`config.mk`:
```
export PLATFORM = sky130hd
export DESIGN_NAME = cc_timer_chan
export DESIGN_NICKNAME = d
export VERILOG_FILES = /design/src/rtl/cct_pkg.sv /design/src/rtl/cct_counter.sv /design/src/rtl/cct_sync_edge.sv /design/src/rtl/cct_gr_unit.sv /design/src/rtl/cc_timer_chan.sv
export SDC_FILE = /design/constraint.sdc
export NUM_CORES = 1
export LEC_CHECK = 0
export BUFFER_PORTS_ARGS = -buffer_cell sky130_fd_sc_hd__buf_2
export CAP_MARGIN = 20
export CORE_ASPECT_RATIO = 1.5
export CORE_UTILIZATION = 64
export CTS_CLUSTER_SIZE = 40
export DETAILED_ROUTE_END_ITERATION = 16
export GPL_ROUTABILITY_DRIVEN = 0
export PLACE_DENSITY = 0.87
export RECOVER_POWER = 50
export SETUP_SLACK_MARGIN = 0.3
export SYNTH_ARGS = -nofsm -noshare
export SYNTH_HDL_FRONTEND = slang
export SYNTH_SLANG_ARGS = --single-unit
```
`constraint.sdc`:
```
create_clock -name clk -period 4.1 [get_ports clk]
set_input_delay 0.205 -clock clk [delete_from_list [all_inputs] [get_ports clk]]
set_output_delay 0.205 -clock clk [all_outputs]
set_load 0.01 [all_outputs]
```
`src/rtl/cct_pkg.sv`:
```
package cct_pkg;
  localparam int unsigned DW = 16;
  localparam int unsigned NB = DW / 8;
  localparam int unsigned AW = 3;

  typedef struct packed {
    logic       cap;
    logic [1:0] sel;
  } ioc_t;

  localparam logic [1:0] ACT_NONE = 2'b00;
  localparam logic [1:0] ACT_LOW  = 2'b01;
  localparam logic [1:0] ACT_HIGH = 2'b10;
  localparam logic [1:0] ACT_TOG  = 2'b11;

  function automatic logic [DW-1:0] lane_merge(
    input logic [DW-1:0] old_v,
    input logic [DW-1:0] new_v,
    input logic [NB-1:0] be
  );
    logic [DW-1:0] r;
    r = old_v;
    for (int i = 0; i < int'(NB); i++)
      if (be[i]) r[8*i +: 8] = new_v[8*i +: 8];
    return r;
  endfunction
endpackage

```
`src/rtl/cct_counter.sv`:
```
module cct_counter
  import cct_pkg::*;
(
  input  logic          clk,
  input  logic          rst_n,
  input  logic          stby_i,
  input  logic [NB-1:0] wr_be_i,
  input  logic [DW-1:0] wr_data_i,
  output logic [DW-1:0] cnt_o
);
  logic [DW-1:0] cnt_q;

  always_ff @(posedge clk or negedge rst_n) begin
    if (!rst_n)         cnt_q <= '0;
    else if (stby_i)    cnt_q <= '0;
    else if (|wr_be_i)  cnt_q <= lane_merge(cnt_q, wr_data_i, wr_be_i);
    else                cnt_q <= cnt_q + 1'b1;
  end

  assign cnt_o = cnt_q;
endmodule

```
`src/rtl/cct_sync_edge.sv`:
```
module cct_sync_edge #(
  parameter int unsigned STAGES = 2
) (
  input  logic clk,
  input  logic rst_n,
  input  logic pin_i,
  output logic rise_o,
  output logic fall_o
);
  logic [STAGES:0] sh_q;

  always_ff @(posedge clk or negedge rst_n) begin
    if (!rst_n) sh_q <= '0;
    else        sh_q <= {sh_q[STAGES-1:0], pin_i};
  end

  assign rise_o =  sh_q[STAGES-1] & ~sh_q[STAGES];
  assign fall_o = ~sh_q[STAGES-1] &  sh_q[STAGES];
endmodule

```
`src/rtl/cct_gr_unit.sv`:
```
module cct_gr_unit
  import cct_pkg::*;
#(
  parameter int unsigned SYNC_STAGES = 2
) (
  input  logic          clk,
  input  logic          rst_n,
  input  logic          stby_i,
  input  logic          pwm_i,
  input  ioc_t          ioc_i,
  input  logic [DW-1:0] cnt_i,
  input  logic          cap_pin_i,
  input  logic [NB-1:0] wr_be_i,
  input  logic [DW-1:0] wr_data_i,
  input  logic          st_rd_i,
  input  logic          st_wr_i,
  input  logic          st_bit_i,
  output logic [DW-1:0] gr_o,
  output logic          flag_o,
  output logic          evt_o,
  output logic          clr_o,
  output logic          capm_o,
  output logic          pin_o
);
  logic [DW-1:0] gr_q;
  logic          flag_q, armed_q, pin_q;
  logic          rise, fall, edge_ok, cap_evt, cmp_evt;
  ioc_t          eff;

  cct_sync_edge #(.STAGES(SYNC_STAGES)) u_sync (
    .clk    (clk),
    .rst_n  (rst_n),
    .pin_i  (cap_pin_i),
    .rise_o (rise),
    .fall_o (fall)
  );

  // PWM mode: I/O field has no effect -> compare, no pin action
  assign eff     = pwm_i ? '0 : ioc_i;
  assign edge_ok = eff.sel[1] ? (rise | fall) : (eff.sel[0] ? fall : rise);
  assign cap_evt = eff.cap & edge_ok;
  assign cmp_evt = ~eff.cap & (cnt_i == gr_q);
  assign evt_o   = cap_evt | cmp_evt;
  assign clr_o   = st_wr_i & ~st_bit_i & armed_q;
  assign capm_o  = eff.cap;

  always_ff @(posedge clk or negedge rst_n) begin
    if (!rst_n)         gr_q <= '1;
    else if (stby_i)    gr_q <= '1;
    else if (cap_evt)   gr_q <= cnt_i;
    else if (|wr_be_i)  gr_q <= lane_merge(gr_q, wr_data_i, wr_be_i);
  end

  always_ff @(posedge clk or negedge rst_n) begin
    if (!rst_n) begin
      flag_q  <= 1'b0;
      armed_q <= 1'b0;
    end else if (stby_i) begin
      flag_q  <= 1'b0;
      armed_q <= 1'b0;
    end else begin
      if (evt_o)      flag_q <= 1'b1;
      else if (clr_o) flag_q <= 1'b0;
      if (st_wr_i)                armed_q <= 1'b0;
      else if (st_rd_i && flag_q) armed_q <= 1'b1;
    end
  end

  always_ff @(posedge clk or negedge rst_n) begin
    if (!rst_n)       pin_q <= 1'b0;
    else if (stby_i)  pin_q <= 1'b0;
    else if (cmp_evt) begin
      case (eff.sel)
        ACT_LOW:  pin_q <= 1'b0;
        ACT_HIGH: pin_q <= 1'b1;
        ACT_TOG:  pin_q <= ~pin_q;
        default:  pin_q <= pin_q;
      endcase
    end
  end

  assign gr_o   = gr_q;
  assign flag_o = flag_q;
  assign pin_o  = pin_q;
endmodule

```
`src/rtl/cc_timer_chan.sv`:
```
module cc_timer_chan
  import cct_pkg::*;
#(
  parameter int unsigned NGR         = 2,
  parameter int unsigned SYNC_STAGES = 2
) (
  input  logic           clk,
  input  logic           rst_n,
  input  logic           standby_i,
  input  logic           pwm_mode_i,
  input  logic           bus_wr_i,
  input  logic           bus_rd_i,
  input  logic [AW-1:0]  bus_addr_i,
  input  logic [NB-1:0]  bus_be_i,
  input  logic [DW-1:0]  bus_wdata_i,
  output logic [DW-1:0]  bus_rdata_o,
  input  logic [NGR-1:0] cap_i,
  output logic [NGR-1:0] cmp_o
);
  localparam logic [AW-1:0] A_CNT  = '0;
  localparam logic [AW-1:0] A_CTRL = AW'(NGR + 1);
  localparam logic [AW-1:0] A_STAT = AW'(NGR + 2);

  logic [DW-1:0]           cnt_q;
  logic [NGR-1:0][DW-1:0]  gr_all;
  logic [NGR-1:0]          flag_v, evt_v, clr_v, capm_v;
  logic [NB-1:0]           cnt_be;
  logic                    cnt_wr;
  logic                    ctrl_wr, st_wr, st_rd;
  ioc_t                    ioc_q [NGR];

  assign cnt_wr  = bus_wr_i && (bus_addr_i == A_CNT);
  assign cnt_be  = cnt_wr ? bus_be_i : '0;
  assign ctrl_wr = bus_wr_i && (bus_addr_i == A_CTRL);
  assign st_wr   = bus_wr_i && (bus_addr_i == A_STAT) && bus_be_i[0];
  assign st_rd   = bus_rd_i && (bus_addr_i == A_STAT);

  cct_counter u_cnt (
    .clk       (clk),
    .rst_n     (rst_n),
    .stby_i    (standby_i),
    .wr_be_i   (cnt_be),
    .wr_data_i (bus_wdata_i),
    .cnt_o     (cnt_q)
  );

  always_ff @(posedge clk or negedge rst_n) begin
    if (!rst_n) begin
      for (int n = 0; n < int'(NGR); n++) ioc_q[n] <= '0;
    end else if (standby_i) begin
      for (int n = 0; n < int'(NGR); n++) ioc_q[n] <= '0;
    end else if (ctrl_wr) begin
      for (int n = 0; n < int'(NGR); n++)
        if (bus_be_i[(4*n)/8]) ioc_q[n] <= ioc_t'(bus_wdata_i[4*n +: 3]);
    end
  end

  for (genvar g = 0; g < int'(NGR); g++) begin : g_gr
    logic [NB-1:0] gr_be;
    assign gr_be = (bus_wr_i && (bus_addr_i == AW'(g + 1))) ? bus_be_i : '0;

    cct_gr_unit #(.SYNC_STAGES(SYNC_STAGES)) u_gr (
      .clk       (clk),
      .rst_n     (rst_n),
      .stby_i    (standby_i),
      .pwm_i     (pwm_mode_i),
      .ioc_i     (ioc_q[g]),
      .cnt_i     (cnt_q),
      .cap_pin_i (cap_i[g]),
      .wr_be_i   (gr_be),
      .wr_data_i (bus_wdata_i),
      .st_rd_i   (st_rd),
      .st_wr_i   (st_wr),
      .st_bit_i  (bus_wdata_i[g]),
      .gr_o      (gr_all[g]),
      .flag_o    (flag_v[g]),
      .evt_o     (evt_v[g]),
      .clr_o     (clr_v[g]),
      .capm_o    (capm_v[g]),
      .pin_o     (cmp_o[g])
    );
  end

  always_comb begin
    bus_rdata_o = '0;
    if (bus_addr_i == A_CNT) bus_rdata_o = cnt_q;
    if (bus_addr_i == A_CTRL)
      for (int n = 0; n < int'(NGR); n++) bus_rdata_o[4*n +: 3] = ioc_q[n];
    if (bus_addr_i == A_STAT) bus_rdata_o[NGR-1:0] = flag_v;
    for (int n = 0; n < int'(NGR); n++)
      if (bus_addr_i == AW'(n + 1)) bus_rdata_o = gr_all[n];
  end
endmodule

```
==> impl_metrics.tcl, run 1 <==
set metrics [dict create \
    ant_nets 0 \
    clock-sinks 66 \
    fp-row-count 36 \
    fp.dieW_um 70 \
    multi_input_area_um2 2480 \
    netlist_area_um2 4440 \
    vias 4104 \
    cellLeakagePower_nw 2.01 \
    seq_power_share_pct 47.0 \
    grt_pass1_wl_um 19800 \
    nFillCells 503 \
    status "finished, final reports clean" \
    ys_ff_latch 66 \
    root_buffer "clkbuf_8" \
    combinationalPowerShare_pct 14.5 \
    maxCapViolations 0 \
    die_h_um 104 \
    cp-end-kind "output pin" \
    r2r_start "g_gr[1].u_gr.u_sync.sh_q[1]" \
    drv_slew 0 \
    cts_tree "built" \
    rr_worst_depth 8 \
    tns_ns 0 \
    clk_latency_ns 0.36 \
    powerDensity_nw_per_um2 334 \
    finalCritPeriodShare_pct 57.8 \
    cp.arrival_ns 2.17 \
    critPathMaxFanout 26 \
    diodes 0 \
    power_mw 1.60 \
    grt_max_degree 67 \
    synth_nets 545 \
    rrSetupSlack_ns 1.82 \
    cts_buffer_depth 2 \
    utilization_pct 72.3 \
    start_util_pct 67.0 \
    p_int_mw 1.16 \
    crit_chain "clkbuf_1 -> nor2b_1 -> a21oi_1 -> nor2_1 -> buf_2" \
    cp_data_required_time_ns 3.89 \
    area_growth_pct 7.84 \
    synth_edf_count 0 \
    port_buffers 46 \
    ys.flop_type "dfrtp_1" \
    holdBufCountCts 2 \
    synthSimpleGateAreaFrac_pct 21.1 \
    final_nets 562 \
    syn_area_per_cell_um2 8.69 \
    pwr-share-clk_pct 38.4 \
    synth_top_cell_by_area "dfrtp_1" \
    wl_per_cell_um 20.2 \
    ctsResizeCount 0 \
    drtPass1Iterations 8 \
    critPathTopFamily "buffers and inverters" \
    slowest_delay_ns 0.90 \
    clk_pin_slew_ns 0.07 \
    ys_seq_area_share_pct 38.1 \
    synth_compound_area_share_pct 19.2 \
    tightest_slew_ns 1.27 \
    dr.first_iter.drc_count 409 \
    overflow 0 \
    ys_types 52 \
    syn_inst 511 \
    synthArstFlopShare_pct 100 \
    yosys.cell_count.top_type "nor2_1" \
    rsz0062_at_grt "false" \
    synth_top_area_share_pct 19.2 \
    slew_headroom_pct 15.4 \
    synth_top_family_by_area "simple AND/OR/NAND/NOR gates" \
    boundaryPins 47 \
    slowest_stage "clkbuf_1" \
    finalSetupViolations 0 \
    grt.total_usage_pct 35.2 \
    numCtsBuffers 9 \
    coreArea_um2 6620 \
    regArea_um2 1690 \
    hpwl_um 8670 \
    hold_viol 0 \
    p_switching_mw 0.441 \
    critPathBufInv 2 \
    h-tree-depth 3 \
    yosys-top-cells-count "nor2_1 (79), a21oi_1 (51), nand2_1 (37), dfrtp_1 (34), dfstp_2 (32)" \
    reg2reg_to "g_gr[1].u_gr.gr_o[1]" \
    crit_type "input pin to output pin" \
    postCtsSetupRepairBufs 0 \
    timing.fmax_ghz 0.422 \
    totalWireLength_um 12300 \
    drt-vias-per-instance 6.74 \
    route.detailed.drc 0 \
    hold_path.class "input pin to async pin" \
    synth_xor_xnor_area_share_pct 6.51 \
    synth_area_leaders "dfrtp_1 (19%), dfstp_2 (19%), nor2_1 (6.7%), a21oi_1 (5.7%), xnor2_1 (5.3%)" \
    drive_gt1_share_pct 22.0 \
    antenna_found_initial 0 \
    start_kind "input pin" \
    post-route-min-period_ns 2.37 \
    clock_skew_ns 0.00922 \
    peakVddDrop_uv 242 \
    dieArea_um2 7280 \
    ys_warn_count 0 \
    synthMuxAreaShare_pct 7.75 \
    synth_fa_ha_area_share_pct 1.41 \
    first_global_vias 3916 \
    p_sw_share_pct 27.6 \
]
[power by group through the flow]
stage,clock network (mW),registers [mW],logic [mW]
after floorplan,0,0.735,0.167
after global placement,0,0.759,0.218
after detailed placement,0,0.761,0.224
after global routing,0.644,0.756,0.252
final,0.615,0.753,0.232
after CTS,0.620,0.751,0.228
[metrics by stage]
step / worst slack [ns] / instance area, µm² / hold WS [ns] / std cells
after global routing: 1.55 / 4790 / 0.0926 / 609
final: 1.73 / 4790 / 0.0225 / 609
after detailed placement: 1.79 / 4540 / 0.314 / 590
after global placement: 1.90 / 4540 / 0.315 / 590
after floorplan: 2.40 / 4440 / -0.0906 / 511
after CTS: 1.83 / 4780 / 0.0515 / 608
[cell type report]
| type | instances | share of cell area, % |
|---|---|---|
| clock inverter | 5 | 1.62 |
| multi-input combinational | 392 | 51.9 |
| clock buffer | 11 | 2.95 |
| inverter | 8 | 0.627 |
| sequential | 66 | 35.3 |
| tap | 76 | 1.99 |
| timing repair buffer | 51 | 5.62 |
[cell families after synthesis]
group / after synthesis
flops: 66
compound gates: 129
fa+ha+maj: 5
buf+inv: 53
simple gates: 196
mux: 29
xor+xnor: 33
[flip-flops by register name, indices dropped and copies added, names as in the netlist]
| register | count |
|---|---|
| g_gr.u_gr.armed_q | 2 |
| g_gr.u_gr.u_sync.sh_q | 6 |
| g_gr.u_gr.pin_o | 2 |
| ioc_q | 6 |
| g_gr.u_gr.flag_o | 2 |
| u_cnt.cnt_o | 16 |
| g_gr.u_gr.gr_o | 32 |
[placed cells by master, fill, tap and decap left out, types with 11 or more instances in the layout]
cell,n
o21ai_0,11
o2bb2ai_1,17
nor3_1,13
xnor2_1,27
nand4_1,11
nand2_1,37
nor2_1,79
a21oi_1,51
dfrtp_1,34
a21o_1,19
dfstp_2,32
buf_2,43
nand3_1,13
mux2i_1,22
[worst reg2reg max path, delay by kind of cell (launching register included)]
family                     cells  cell delay (ns)
DFF                            1             0.37
buffers and inverters          2             0.30
AOI/OAI and AO/OA              2             0.38
adders and majority gates      1             0.18
and+or+nand+nor                2             0.70
muxes                          1             0.29
[worst max-delay path by stage]
stage	start	to	slack, ns	cells past startpoint
finish	bus_addr_i[1]	bus_rdata_o[8]	1.73	5
global route	bus_addr_i[1]	bus_rdata_o[8]	1.55	5
CTS	g_gr[1].u_gr.u_sync.sh_q[1]	g_gr[1].u_gr.gr_o[1]	1.83	8
detailed placement	bus_addr_i[0]	u_cnt.cnt_o[9]	1.79	6
global placement	bus_addr_i[0]	u_cnt.cnt_o[9]	1.90	6
floorplan	g_gr[1].u_gr.u_sync.sh_q[1]	g_gr[1].u_gr.gr_o[10]	2.40	9
[per-layer routing]
metal	wire [µm]	track usage (%)	vias to the layer above	share of wire (%)
met4	730	24.0	0	5.9
met3	983	6.01	71	8.0
met2	6150	58.7	257	50
li1	-	-	1831	-
met5	0	0	-	0
met1	4460	40.7	1945	36
Power figures use the tool's default switching activity.
==> run 2: changes to the inputs <==
- CORE_UTILIZATION: 64 -> 54
- PLACE_DENSITY: 0.87 -> 0.78
- clock period: 4.1 -> 2 ns (I/O delays scaled with it)
==> impl_metrics.tcl, run 2 (synthesis results as in run 1) <==
set metrics [dict create \
    status "finished, final reports clean" \
    grt_busiest_layer "met2" \
    slowest_stage "dfrtp_1" \
    totalWireLength_um 14500 \
    power_mw 4.10 \
    crit_chain "inv_2 -> ha_2 -> nand2_2 -> o211ai_2 -> buf_4 -> buf_4 -> buf_4 -> buf_4 -> buf_4 -> a31oi_2" \
    drv_slew 0 \
    dpl_cell_area_um2 4800 \
    route.detailed.drc 0 \
    h-tree-depth 3 \
    start_kind "flip-flop" \
    maxCapViolations 0 \
    use_met1_pct 37.9 \
    ant_nets 0 \
    drive_gt1_share_pct 35.8 \
    slowest_delay_ns 0.40 \
    cellLeakagePower_nw 2.38 \
    timing.hold.ws_ns 0.0777 \
    fin_area_um2 5600 \
    regArea_um2 1700 \
    fp-row-count 40 \
    cts_buffer_depth 2 \
    overflow 0 \
    crit_path_frequent_cell "buf_4" \
    hpwl_um 9710 \
    tightest_slew_ns 0.928 \
    critPathBufInv 6 \
    dr.first_iter.drc_count 489 \
    nFillCells 587 \
    die_h_um 113 \
    drt-vias-per-instance 6.42 \
    finalSetupViolations 0 \
    timing.fmax_ghz 0.563 \
    cts_tree "built" \
    use_met2_pct 58.5 \
    powerDensity_nw_per_um2 733 \
    port_buffers 46 \
    start_util_pct 55.4 \
    clock_skew_ns 0.00640 \
    finalCritPeriodShare_pct 88.9 \
    first_global_vias 4368 \
    root_buffer "clkbuf_16" \
    vias 4404 \
    slew_headroom_pct 38.1 \
    clock-sinks 66 \
    final_common_cell "nor2_1" \
    cp_data_required_time_ns 2.26 \
    rsz0062_at_grt "true" \
    coreArea_um2 8010 \
    area_growth_pct 26.2 \
    diodes 0 \
    clk_latency_ns 0.34 \
    critPathMaxFanout 3 \
    mostFrequentLayoutCells "nor2_1 (79), a21oi_1 (44), buf_2 (43)" \
    dieArea_um2 8590 \
    hold_path.class "input pin to flip-flop" \
    largest_reg_flops 32 \
    antenna_found_initial 0 \
    critPathTopFamily "buffers and inverters" \
    boundaryPins 47 \
    peakVddDrop_uv 567 \
    numCtsBuffers 9 \
    post-route-min-period_ns 1.78 \
    final_nets 610 \
    hold_viol 0 \
    grt_pass1_wl_um 22400 \
    grt.total_usage_pct 34.4 \
    clk_pin_slew_ns 0.06 \
    wl_per_cell_um 21.2 \
    multi_input_area_um2 2680 \
    crit_type "flip-flop to flip-flop" \
    drtPass1Iterations 8 \
    fp.dieW_um 76.0 \
    cp-end-kind "flip-flop" \
    grtUsageMet3_pct 7.26 \
    tns_ns 0 \
    grt_max_degree 67 \
    cp.arrival_ns 2.03 \
]
==> run 2: final cells by class <==
class	instances	share of cell area, %
Sequential cell	66	30.4
Multi-Input combinational cell	392	47.8
Clock buffer	11	4.33
Clock inverter	5	2.23
Timing Repair Buffer	99	12.3
Inverter	8	0.536
Tap cell	105	2.35
==> run 2: power breakdown <==
part           internal [mW]  leakage, nW  switching (mW)
clock network           1.38        0.180           0.593
logic                  0.272         1.42           0.333
registers               1.45        0.781          0.0863
total                   3.09         2.38            1.01
==> run 2: worst paths after layout <==
kind / start / endpoint / slack (ns) / cells past startpoint
min reg2reg: g_gr[1].u_gr.u_sync.sh_q[0] / g_gr[1].u_gr.u_sync.sh_q[1] / 0.35 / 0
max: g_gr[1].u_gr.u_sync.sh_q[1] / g_gr[1].u_gr.flag_o / 0.22 / 10
min in group asynchronous: rst_n / g_gr[1].u_gr.u_sync.sh_q[2] / 0.54 / 3
min: bus_wdata_i[13] / u_cnt.cnt_o[13] / 0.08 / 3
max in group asynchronous: rst_n / u_cnt.cnt_o[2] / 0.79 / 3
max reg2reg: g_gr[1].u_gr.u_sync.sh_q[1] / g_gr[1].u_gr.flag_o / 0.22 / 10
==> run 2: worst reg2reg max path, stage by stage (launching register included) <==
cell,delay [ns]
dfrtp_1,0.40
inv_2,0.06
ha_2,0.26
nand2_2,0.09
o211ai_2,0.11
buf_4,0.15
buf_4,0.12
buf_4,0.12
buf_4,0.12
buf_4,0.12
a31oi_2,0.13
==> run 2: per-layer routing <==
layer	part of all wire (%)	vias to the layer above
met5	0	-
met4	7.8	0
met3	6.4	90
met2	50	275
met1	36	2113
li1	-	1926
==> run 2: repair_timing <==
action / CTS / global route
hold endpoints to repair: 36 / 0
gates cloned: 0 / 1
setup buffers: 17 / 2
resized for setup: 26 / 37
hold buffers: 3 / 0
pin swaps: 5 / 17
endpoints found under the setup margin: 40 / 57
==> run 2: stage by stage <==
stage	std cells	setup slack, ns	util [%]
6_report	686	0.223	70.0
5_1_grt	686	0.151	70.0
2_1_floorplan	511	0.303	-
4_1_cts	683	0.246	67.8
3_5_place_dp	647	0.145	60.0
3_3_place_gp	647	0.212	60.0
